`src/rtl/tdu_pkg.sv`:
```
package tdu_pkg;
    localparam int NREG   = 4;
    localparam int DW     = 16;
    localparam int N_ADD  = 3;
    localparam int N_MUL  = 2;
    localparam int QDEPTH = 8;

    localparam int RIDX = $clog2(NREG);
    localparam int NST  = N_ADD + N_MUL;
    localparam int TAGW = $clog2(NST + 1);

    typedef logic [TAGW-1:0] tag_t;
    typedef logic [DW-1:0]   data_t;
    typedef logic [RIDX-1:0] ridx_t;

    typedef enum logic {OP_ADD = 1'b0, OP_MUL = 1'b1} opk_t;

    typedef struct packed {
        opk_t  kind;
        ridx_t dst;
        ridx_t src;
    } instr_t;

    typedef struct packed {
        logic  rdy;
        tag_t  tag;
        data_t val;
    } opnd_t;

    localparam tag_t NO_TAG = '0;

    function automatic opnd_t read_opnd(input data_t v, input tag_t t,
                                        input logic bv, input tag_t bt,
                                        input data_t bd);
        opnd_t o;
        if (t == NO_TAG) begin
            o.rdy = 1'b1; o.tag = NO_TAG; o.val = v;
        end else if (bv && bt == t) begin
            o.rdy = 1'b1; o.tag = NO_TAG; o.val = bd;
        end else begin
            o.rdy = 1'b0; o.tag = t; o.val = '0;
        end
        return o;
    endfunction
endpackage

```
`src/rtl/td_queue.sv`:
```
module td_queue
    import tdu_pkg::*;
#(
    parameter int DEPTH = QDEPTH
) (
    input  logic   clk,
    input  logic   rst,
    input  logic   push_valid,
    output logic   push_ready,
    input  instr_t push_data,
    output logic   head_valid,
    output instr_t head_data,
    input  logic   pop
);
    localparam int PW = $clog2(DEPTH);
    localparam int CW = $clog2(DEPTH + 1);

    instr_t         mem [DEPTH];
    logic [PW-1:0]  wr_ptr, rd_ptr;
    logic [CW-1:0]  cnt;
    logic           do_push, do_pop;

    assign push_ready = (cnt != CW'(DEPTH));
    assign head_valid = (cnt != '0);
    assign head_data  = mem[rd_ptr];
    assign do_push    = push_valid && push_ready;
    assign do_pop     = pop && head_valid;

    function automatic logic [PW-1:0] nxt(input logic [PW-1:0] p);
        return (p == PW'(DEPTH - 1)) ? '0 : p + 1'b1;
    endfunction

    always_ff @(posedge clk) begin
        if (rst) begin
            wr_ptr <= '0;
            rd_ptr <= '0;
            cnt    <= '0;
        end else begin
            if (do_push) begin
                mem[wr_ptr] <= push_data;
                wr_ptr      <= nxt(wr_ptr);
            end
            if (do_pop) rd_ptr <= nxt(rd_ptr);
            case ({do_push, do_pop})
                2'b10:   cnt <= cnt + 1'b1;
                2'b01:   cnt <= cnt - 1'b1;
                default: cnt <= cnt;
            endcase
        end
    end

    // a full queue stays full unless an entry leaves
    a_r2_full_holds: assert property (@(posedge clk) disable iff (rst)
        (cnt == CW'(DEPTH) && !pop) |=> cnt == CW'(DEPTH));
    // a waiting head keeps its contents
    a_r9_head_stable: assert property (@(posedge clk) disable iff (rst)
        (head_valid && !pop) |=> head_valid && $stable(head_data));
endmodule

```
`src/rtl/td_pick.sv`:
```
module td_pick
    import tdu_pkg::*;
#(
    parameter int N    = N_ADD,
    parameter int BASE = 1
) (
    input  logic         clk,
    input  logic         rst,
    input  logic [N-1:0] free,
    output logic         found,
    output tag_t         id
);
    logic [N-1:0] grant;

    always_comb begin
        found = 1'b0;
        id    = NO_TAG;
        grant = '0;
        for (int i = N - 1; i >= 0; i--) begin
            if (free[i]) begin
                found = 1'b1;
                id    = tag_t'(BASE + i);
                grant = N'(1) << i;
            end
        end
    end

    // at most one station granted, and only a free one
    a_r3_grant_free: assert property (@(posedge clk) disable iff (rst)
        $onehot0(grant) && ((grant & ~free) == '0));
endmodule

```
`src/rtl/td_regs.sv`:
```
module td_regs
    import tdu_pkg::*;
(
    input  logic  clk,
    input  logic  rst,
    input  ridx_t rd_a,
    input  ridx_t rd_b,
    output opnd_t opnd_a,
    output opnd_t opnd_b,
    input  logic  ren_valid,
    input  ridx_t ren_idx,
    input  tag_t  ren_tag,
    input  logic  cdb_valid,
    input  tag_t  cdb_tag,
    input  data_t cdb_data
);
    data_t val_q [NREG];
    tag_t  tag_q [NREG];

    assign opnd_a = read_opnd(val_q[rd_a], tag_q[rd_a], cdb_valid, cdb_tag, cdb_data);
    assign opnd_b = read_opnd(val_q[rd_b], tag_q[rd_b], cdb_valid, cdb_tag, cdb_data);

    always_ff @(posedge clk) begin
        if (rst) begin
            for (int i = 0; i < NREG; i++) begin
                val_q[i] <= '0;
                tag_q[i] <= NO_TAG;
            end
        end else begin
            for (int i = 0; i < NREG; i++) begin
                if (cdb_valid && tag_q[i] != NO_TAG && cdb_tag == tag_q[i]) begin
                    val_q[i] <= cdb_data;
                    tag_q[i] <= NO_TAG;
                end
                if (ren_valid && ren_idx == ridx_t'(i))
                    tag_q[i] <= ren_tag;
            end
        end
    end

    for (genvar g = 0; g < NREG; g++) begin : g_chk
        // a value changes only by a matching broadcast
        a_r7_stale_ignored: assert property (@(posedge clk) disable iff (rst)
            !(cdb_valid && tag_q[g] != NO_TAG && cdb_tag == tag_q[g])
            |=> val_q[g] == $past(val_q[g]));
        // renaming installs the new station tag
        a_r6_rename: assert property (@(posedge clk) disable iff (rst)
            (ren_valid && ren_idx == ridx_t'(g)) |=> tag_q[g] == $past(ren_tag));
    end
endmodule

```
`src/rtl/tag_dispatch_top.sv`:
```
module tag_dispatch_top
    import tdu_pkg::*;
(
    input  logic             clk,
    input  logic             rst,
    input  logic             in_valid,
    output logic             in_ready,
    input  logic             in_kind,
    input  logic [RIDX-1:0]  in_dst,
    input  logic [RIDX-1:0]  in_src,
    input  logic [N_ADD-1:0] free_add,
    input  logic [N_MUL-1:0] free_mul,
    input  logic             cdb_valid,
    input  logic [TAGW-1:0]  cdb_tag,
    input  logic [DW-1:0]    cdb_data,
    output logic             disp_valid,
    output logic             disp_kind,
    output logic [TAGW-1:0]  disp_station,
    output logic             disp_a_rdy,
    output logic [TAGW-1:0]  disp_a_tag,
    output logic [DW-1:0]    disp_a_val,
    output logic             disp_b_rdy,
    output logic [TAGW-1:0]  disp_b_tag,
    output logic [DW-1:0]    disp_b_val
);
    instr_t in_instr, head;
    logic   head_valid, add_found, mul_found, st_ok, go;
    tag_t   add_id, mul_id, st_id;
    opnd_t  oa, ob;

    assign in_instr = '{kind: opk_t'(in_kind), dst: in_dst, src: in_src};

    td_queue #(.DEPTH(QDEPTH)) u_q (
        .clk(clk), .rst(rst),
        .push_valid(in_valid), .push_ready(in_ready), .push_data(in_instr),
        .head_valid(head_valid), .head_data(head), .pop(go)
    );

    td_pick #(.N(N_ADD), .BASE(1)) u_pick_add (
        .clk(clk), .rst(rst), .free(free_add), .found(add_found), .id(add_id)
    );
    td_pick #(.N(N_MUL), .BASE(N_ADD + 1)) u_pick_mul (
        .clk(clk), .rst(rst), .free(free_mul), .found(mul_found), .id(mul_id)
    );

    assign st_ok = (head.kind == OP_MUL) ? mul_found : add_found;
    assign st_id = (head.kind == OP_MUL) ? mul_id    : add_id;
    assign go    = head_valid && st_ok;

    td_regs u_rf (
        .clk(clk), .rst(rst),
        .rd_a(head.dst), .rd_b(head.src), .opnd_a(oa), .opnd_b(ob),
        .ren_valid(go), .ren_idx(head.dst), .ren_tag(st_id),
        .cdb_valid(cdb_valid), .cdb_tag(cdb_tag), .cdb_data(cdb_data)
    );

    assign disp_valid   = go;
    assign disp_kind    = head.kind;
    assign disp_station = st_id;
    assign disp_a_rdy   = oa.rdy;
    assign disp_a_tag   = oa.tag;
    assign disp_a_val   = oa.val;
    assign disp_b_rdy   = ob.rdy;
    assign disp_b_tag   = ob.tag;
    assign disp_b_val   = ob.val;

    // a dispatched instruction never names the "no pending" tag as its station
    a_r3_station_nonzero: assert property (@(posedge clk) disable iff (rst)
        disp_valid |-> disp_station != NO_TAG);
    // a ready operand carries no tag, a waiting one carries a tag
    a_r5_tag_vs_rdy: assert property (@(posedge clk) disable iff (rst)
        disp_valid |-> (disp_a_rdy == (disp_a_tag == NO_TAG)) &&
                       (disp_b_rdy == (disp_b_tag == NO_TAG)));
endmodule

```
`config.mk`:
```
export PLATFORM = sky130hd
export DESIGN_NAME = tag_dispatch_top
export DESIGN_NICKNAME = d
export VERILOG_FILES = /design/src/rtl/tdu_pkg.sv /design/src/rtl/td_queue.sv /design/src/rtl/td_pick.sv /design/src/rtl/td_regs.sv /design/src/rtl/tag_dispatch_top.sv
export SDC_FILE = /design/constraint.sdc
export NUM_CORES = 1
export LEC_CHECK = 0
export ABC_AREA = 1
export CAP_MARGIN = 10
export CORE_MARGIN = 2
export CORE_UTILIZATION = 58
export DETAILED_ROUTE_END_ITERATION = 16
export PLACE_DENSITY = 0.91
export SETUP_SLACK_MARGIN = 0.4
export SYNTH_ARGS = -nofsm -noshare
export SYNTH_HDL_FRONTEND = slang
export SYNTH_HIERARCHICAL = 1
export SYNTH_SLANG_ARGS = --single-unit
```
`constraint.sdc`:
```
create_clock -name clk -period 2.8 [get_ports clk]
set_input_delay 0.28 -clock clk [delete_from_list [all_inputs] [get_ports clk]]
set_output_delay 0.28 -clock clk [all_outputs]
set_load 0.02 [all_outputs]
```
# [Word level (Yosys, flattened, before mapping)]
# Memory sizes are Yosys's and may differ from the RTL's. A register that Yosys moved wholly into a read port is not among the register bits.
# Cells that the tools add are included.
[classes] n_eq_ne=14 n_mux=62 n_bitwise=12 reduce_logical=26 addsub=4
[ops] cell="$mux W20" n=4
[ops] cell="$mux W16" n=4
[ops] cell="$mux W3" n=15
[ops] cell="$mux W1" n=35
[ops] cell="$eq A3 B3 Y1" n=6
[ops] cell="$logic_and A1 B1 Y1" n=17
[ops] cell="$or A1 B1 Y1" n=12
[ops] cell="$reduce_bool A3 Y1" n=4
[ops] cell="$pmux W4 S2" n=1
[ops] cell="$add A3 B1 Y3 const B" n=2
[ops] cell="$eq A2 B2 Y1 const B" n=3
[ops] cell="$eq A3 B3 Y1 const B" n=2
[ops] cell="$logic_not A3 Y1" n=2
[ops] cell="$mux W2" n=3
[ops] cell="$add A4 B1 Y4 const B" n=1
[ops] cell="$eq A2 B1 Y1 const B" n=2
[ops] cell="$ne A4 B4 Y1 const B" n=1
[ops] cell="$reduce_bool A4 Y1" n=1
[ops] cell="$sub A4 B1 Y4 const B" n=1
[ops] cell="$logic_not A2 Y1" n=1
[ops] cell="$reduce_bool A2 Y1" n=1
[totals] ram_bits=116 mem_count=3 input_bits=33 ff_bits=10
[memory_table] name="u_rf.val_q" depth=4 width=16 read_ports=2 rd_clocked_by_memory_dff=0 write_ports=4 line="td_regs.sv:17" text="data_t val_q [NREG];"
[memory_table] name="u_q.mem" depth=8 width=5 read_ports=1 rd_clocked_by_memory_dff=1 write_ports=1 line="td_queue.sv:18" text="instr_t mem [DEPTH];"
[memory_table] name="u_rf.tag_q" depth=4 width=3 read_ports=6 rd_clocked_by_memory_dff=0 write_ports=4 line="td_regs.sv:18" text="tag_t tag_q [NREG];"

# [Longest topological paths before layout]
[depth] depth_word=10 mapped_depth=22 depth_no_buf=21

# [Modules after synthesis]
# Netlist, hierarchy kept.
[modules_own_cells] mod="td_regs" seq_area_each_um2=2282.2 area_per_inst_um2=5216.3 cells_each=682 instances=1
[modules_own_cells] mod="td_queue" seq_area_each_um2=1461.4 area_per_inst_um2=2267.2 cells_each=204 instances=1
[modules_own_cells] mod="tag_dispatch_top" seq_area_each_um2=0.0 area_per_inst_um2=56.3 cells_each=14 instances=1
[modules_own_cells] mod="td_pick at u_pick_add" seq_area_each_um2=0.0 area_per_inst_um2=40.0 cells_each=9 instances=1
[modules_own_cells] mod="td_pick at u_pick_mul" seq_area_each_um2=0.0 area_per_inst_um2=36.3 cells_each=7 instances=1

# [Least setup slack after synthesis]
# Ideal clock, no wire load.
[synth_path] kind="register to register" from="register with a tool-made name" to="register u_q.cnt[2]" stages_incl_launch_ff=20 setup_ps=113 slack_ps=-138 required_ps=2687 path_buffers=1 arrival_time_ps=2825 cell_sequence="dfxtp_1 -> buf_4 -> mux2i_1 -> o22ai_1 -> nand2_1 -> nand2_1 -> nand2_1 -> nand2_1 -> nor2_1 -> nand2_2 -> inv_2 -> ha_1 -> nand2_1 -> inv_2 -> nor2_4 -> ha_1 -> a21oi_1 -> xnor2_1 -> o21ai_1 -> inv_1"
[synth_lines] element="end signal, assigned" line="td_queue.sv:45" text="2'b10: cnt <= cnt + 1'b1;"
[synth_lines] element="end signal, assigned" line="td_queue.sv:46" text="2'b01: cnt <= cnt - 1'b1;"
[synth_lines] element="end signal, assigned" line="td_queue.sv:47" text="default: cnt <= cnt;"
[synth_lines] element="end, declared" line="td_queue.sv:20" text="logic [CW-1:0] cnt;"

==> qor.yml <==
clocking:
  cts.root.buffer_cell: "clkbuf_16"
  cts_tree: "done"
  numCtsBuffers: 17
  clock_latency_ns: 0.41
  numClockSinks: 129
  clk_pin_slew_worst_paths_ns: 0.06
  htree_levels: 4
  postCtsHoldBufs: 0
  cts_buffer_depth: 2
yosys:
  synthCells: 916
  synth_area_leaders: "edfxtp_1 (46%), nand2_1 (8.6%), o21ai_0 (7.8%)"
  synthAdderAreaFrac: 0.01150
  synth-edff-count: 116
  yosys.area_share.simple: 0.2569
  synth-seq-cells: 129
  yosysWarnings: 6
  yosys.area.top_type_share: 0.4574
  synth_top_family_by_area: "simple AND/OR/NAND/NOR gates"
  synthFlopType: "edfxtp_1"
  synthMuxAreaShare: 0.006571
  yosysTopAreaCell: "edfxtp_1"
  synth-xor-area-share: 0.006900
  yosysSeqAreaShare: 0.4915
  synth-compound-area-share: 0.1298
  synth_nets: 956
  synth-async-reset-ratio: 0
  syn_area_sq_um: 7616
  yosysUniqueCellTypes: 37
  synth_area_per_cell_sq_um: 8.314
routing:
  wirelength_mm: 22.58
  num_vias: 7180
  drc_errors: 0
  wl_per_cell_um: 18.62
  drt_iter0_drc: 969
  firstDrtPassIters: 8
  viasPerCell: 5.919
  antenna_left: 0
placed_design:
  dp_cells: 1162
  port-buffer-count: 78
  hpwl_mm: 13.11
  place_congestion: 0.8695
setup_path:
  crit_required_ns: 2.52
  worst_path_most_repeated_cell: "nand2_1"
  crit_buf_inv: 4
  critical_path.top_delay_family: "simple AND/OR/NAND/NOR gates"
  critPathMaxStageDelay_ns: 0.42
  slowest_stage: "dfxtp_4"
  cp_max_fo: 20
  end_kind: "output pin"
  path_cells: "buf_6 > o21ai_0 > o22ai_1 > nand2_1 > nand2_2 > buf_12 > nand2_1 > nand3_2 > nand2_2 > nand2_1 > nand2_1 > nor2_2 > buf_12 > nand3_1 > nand2_1 > buf_6"
  critPathKind: "register to output pin"
  worst_setup_path_start_kind: "register"
  arrival_ns: 2.80
global_route:
  antenna_found_initial: 0
  grt_pass1_wl_mm: 33.24
  grt_usage: 0.2988
  overflow: 0
  grt_max_degree: 49
  grt_pass1_vias: 6723
timing:
  final.period_utilization: 1.101
  drv_slew: 0
  final_hold_viol_count: 0
  setup_viol: 41
  finalCriticalPeriod_ns: 3.084
  fin_setup_tns_ns: -8.704
  slew-limit-headroom: 0.5313
  holdWs_ns: 0.5193
  clock_skew_ns: 0.007877
  tightestPinTransition_ns: 0.7004
  rsz0062_at_grt: "yes"
  fmax_mhz: 324.3
  fin_ws_ns: -0.2837
floorplanning:
  die_area_sq_um: 14060
  fp-row-count: 41
  die_h_um: 118.6
  die_w_um: 118.6
  initial_core_util: 0.5986
  core_area_sq_um: 12720
  ios: 79
worst_hold_path:
  min_path_type: "register to register"
final_layout:
  stdcell_count: 1213
  fin_nets: 1068
  final_cell_mix: "nor2_1 (149), nand2_1 (144), edfxtp_1 (116)"
  drive_gt1_frac: 0.2574
  diodes: 0
  syn_to_final_growth_pct: 29.90
  final_common_cell: "nor2_1"
  fillers: 792
run:
  cap_violations: 0
outcome:
  outcome: "complete, but fails checks"
  failed_checks: "negative setup slack"
power:
  peakVddDrop_uv: 643.0
  p_leak_uw: 0.004300
  power.density_nw_per_um2: 1477
-- report_power, final --
group	total, uW	internal [uW]	switching, uW
combinational	9950	4080	5870
sequential	2560	2360	201
clock	2100	1310	796
total	14600	7740	6870
-- area by class of cell --
cell class | count | area (sq um) | share of cell area
Sequential cell | 129 | 3751 | 0.3792
Clock inverter | 13 | 136.4 | 0.01379
Inverter | 102 | 417.9 | 0.04224
Multi-Input combinational cell | 635 | 3423 | 0.3460
Tap cell | 172 | 215.2 | 0.02175
Timing Repair Buffer | 143 | 1516 | 0.1533
Clock buffer | 19 | 432.9 | 0.04376
-- routing by layer --
metal | vias up | share of wire | global-route usage
met3 | 94 | 0.097 | 0.06371
met2 | 513 | 0.51 | 0.5316
met5 | - | 0 | 0
met4 | 0 | 0.036 | 0.09598
li1 | 3256 | - | -
met1 | 3317 | 0.35 | 0.3603
-- path summary, 6_finish.rpt --
path	start	end	slack, ns	depth (start not counted)
hold reg to reg	u_q/rd_ptr[2]$_SDFFE_PP0N_	register	0.52	2
hold / removal	u_q/rd_ptr[2]$_SDFFE_PP0N_	register	0.52	2
setup reg to reg	register	u_q/cnt[2]$_SDFFE_PP0P_	-0.09	23
setup / recovery	register	disp_b_val[15]	-0.28	16
-- Yosys cell counts (12+ instances only) --
cell type  count
o21ai_1       13
inv_1         89
a21oi_1       46
nand3_2       30
nor2_1       155
dfxtp_1       13
o21ai_0      119
edfxtp_1     116
nand3_1       30
buf_2         13
buf_6         12
nand2_1      174
clkbuf_1      14
-- registers in the layout, summed over array words and instances, names as in the netlist, named ones only --
name	flops
u_rf/tag_q	12
u_q/cnt	4
u_q/wr_ptr	3
u_q/mem	40
u_rf/val_q	64
u_q/rd_ptr	3
-- logic make-up (layout without fill, tap and decap cells) --
logic type                 after synthesis  count (layout)
and+or+nand+nor                        423             423
adders and majority gates                7               7
buffers and inverters                  152             277
DFF                                    129             129
other                                    2               2
AOI/OAI and AO/OA                      192             192
muxes                                    5               5
xor gates and xnor gates                 6               6
-- worst register-to-register path, cell delays in order, from the launching register on --
cell	delay [ns]
dfxtp_4	0.39
buf_6	0.15
buf_4	0.13
buf_4	0.14
nor2_1	0.12
nor2_1	0.05
o21ai_0	0.10
o21ai_1	0.12
nand2_1	0.12
nand2_4	0.11
nand2_2	0.08
nand2_2	0.06
nor2_4	0.13
nand2_4	0.10
inv_6	0.10
ha_4	0.15
nand2_1	0.06
inv_2	0.09
nor2_4	0.05
ha_2	0.17
a21oi_2	0.12
xnor2_1	0.08
o21ai_1	0.14
inv_1	0.05
-- metrics by stage --
stage / worst slack, ns / cell area, sq um / utilization / total power (uW)
2_1_floorplan: 0.3986 / 7662 / - / 7823
3_3_place_gp: -0.1732 / 8801 / 0.6918 / 10480
3_5_place_dp: -0.3174 / 8801 / 0.6918 / 10730
4_1_cts: -0.1269 / 9630 / 0.7570 / 13650
5_1_grt: -0.3541 / 9893 / 0.7776 / 15360
6_report: -0.2837 / 9893 / 0.7776 / 14610
-- repair_timing --
| action | 4_1_cts | 5_1_grt |
|---|---|---|
| setup endpoints to repair | 49 | 59 |
| pin swaps | 9 | 19 |
| setup buffers | 8 | 6 |
| gates resized for setup | 284 | 60 |
| gates cloned | 3 | 2 |
| hold endpoints to repair | 0 | 0 |
Power figures use the tool's default switching activity.
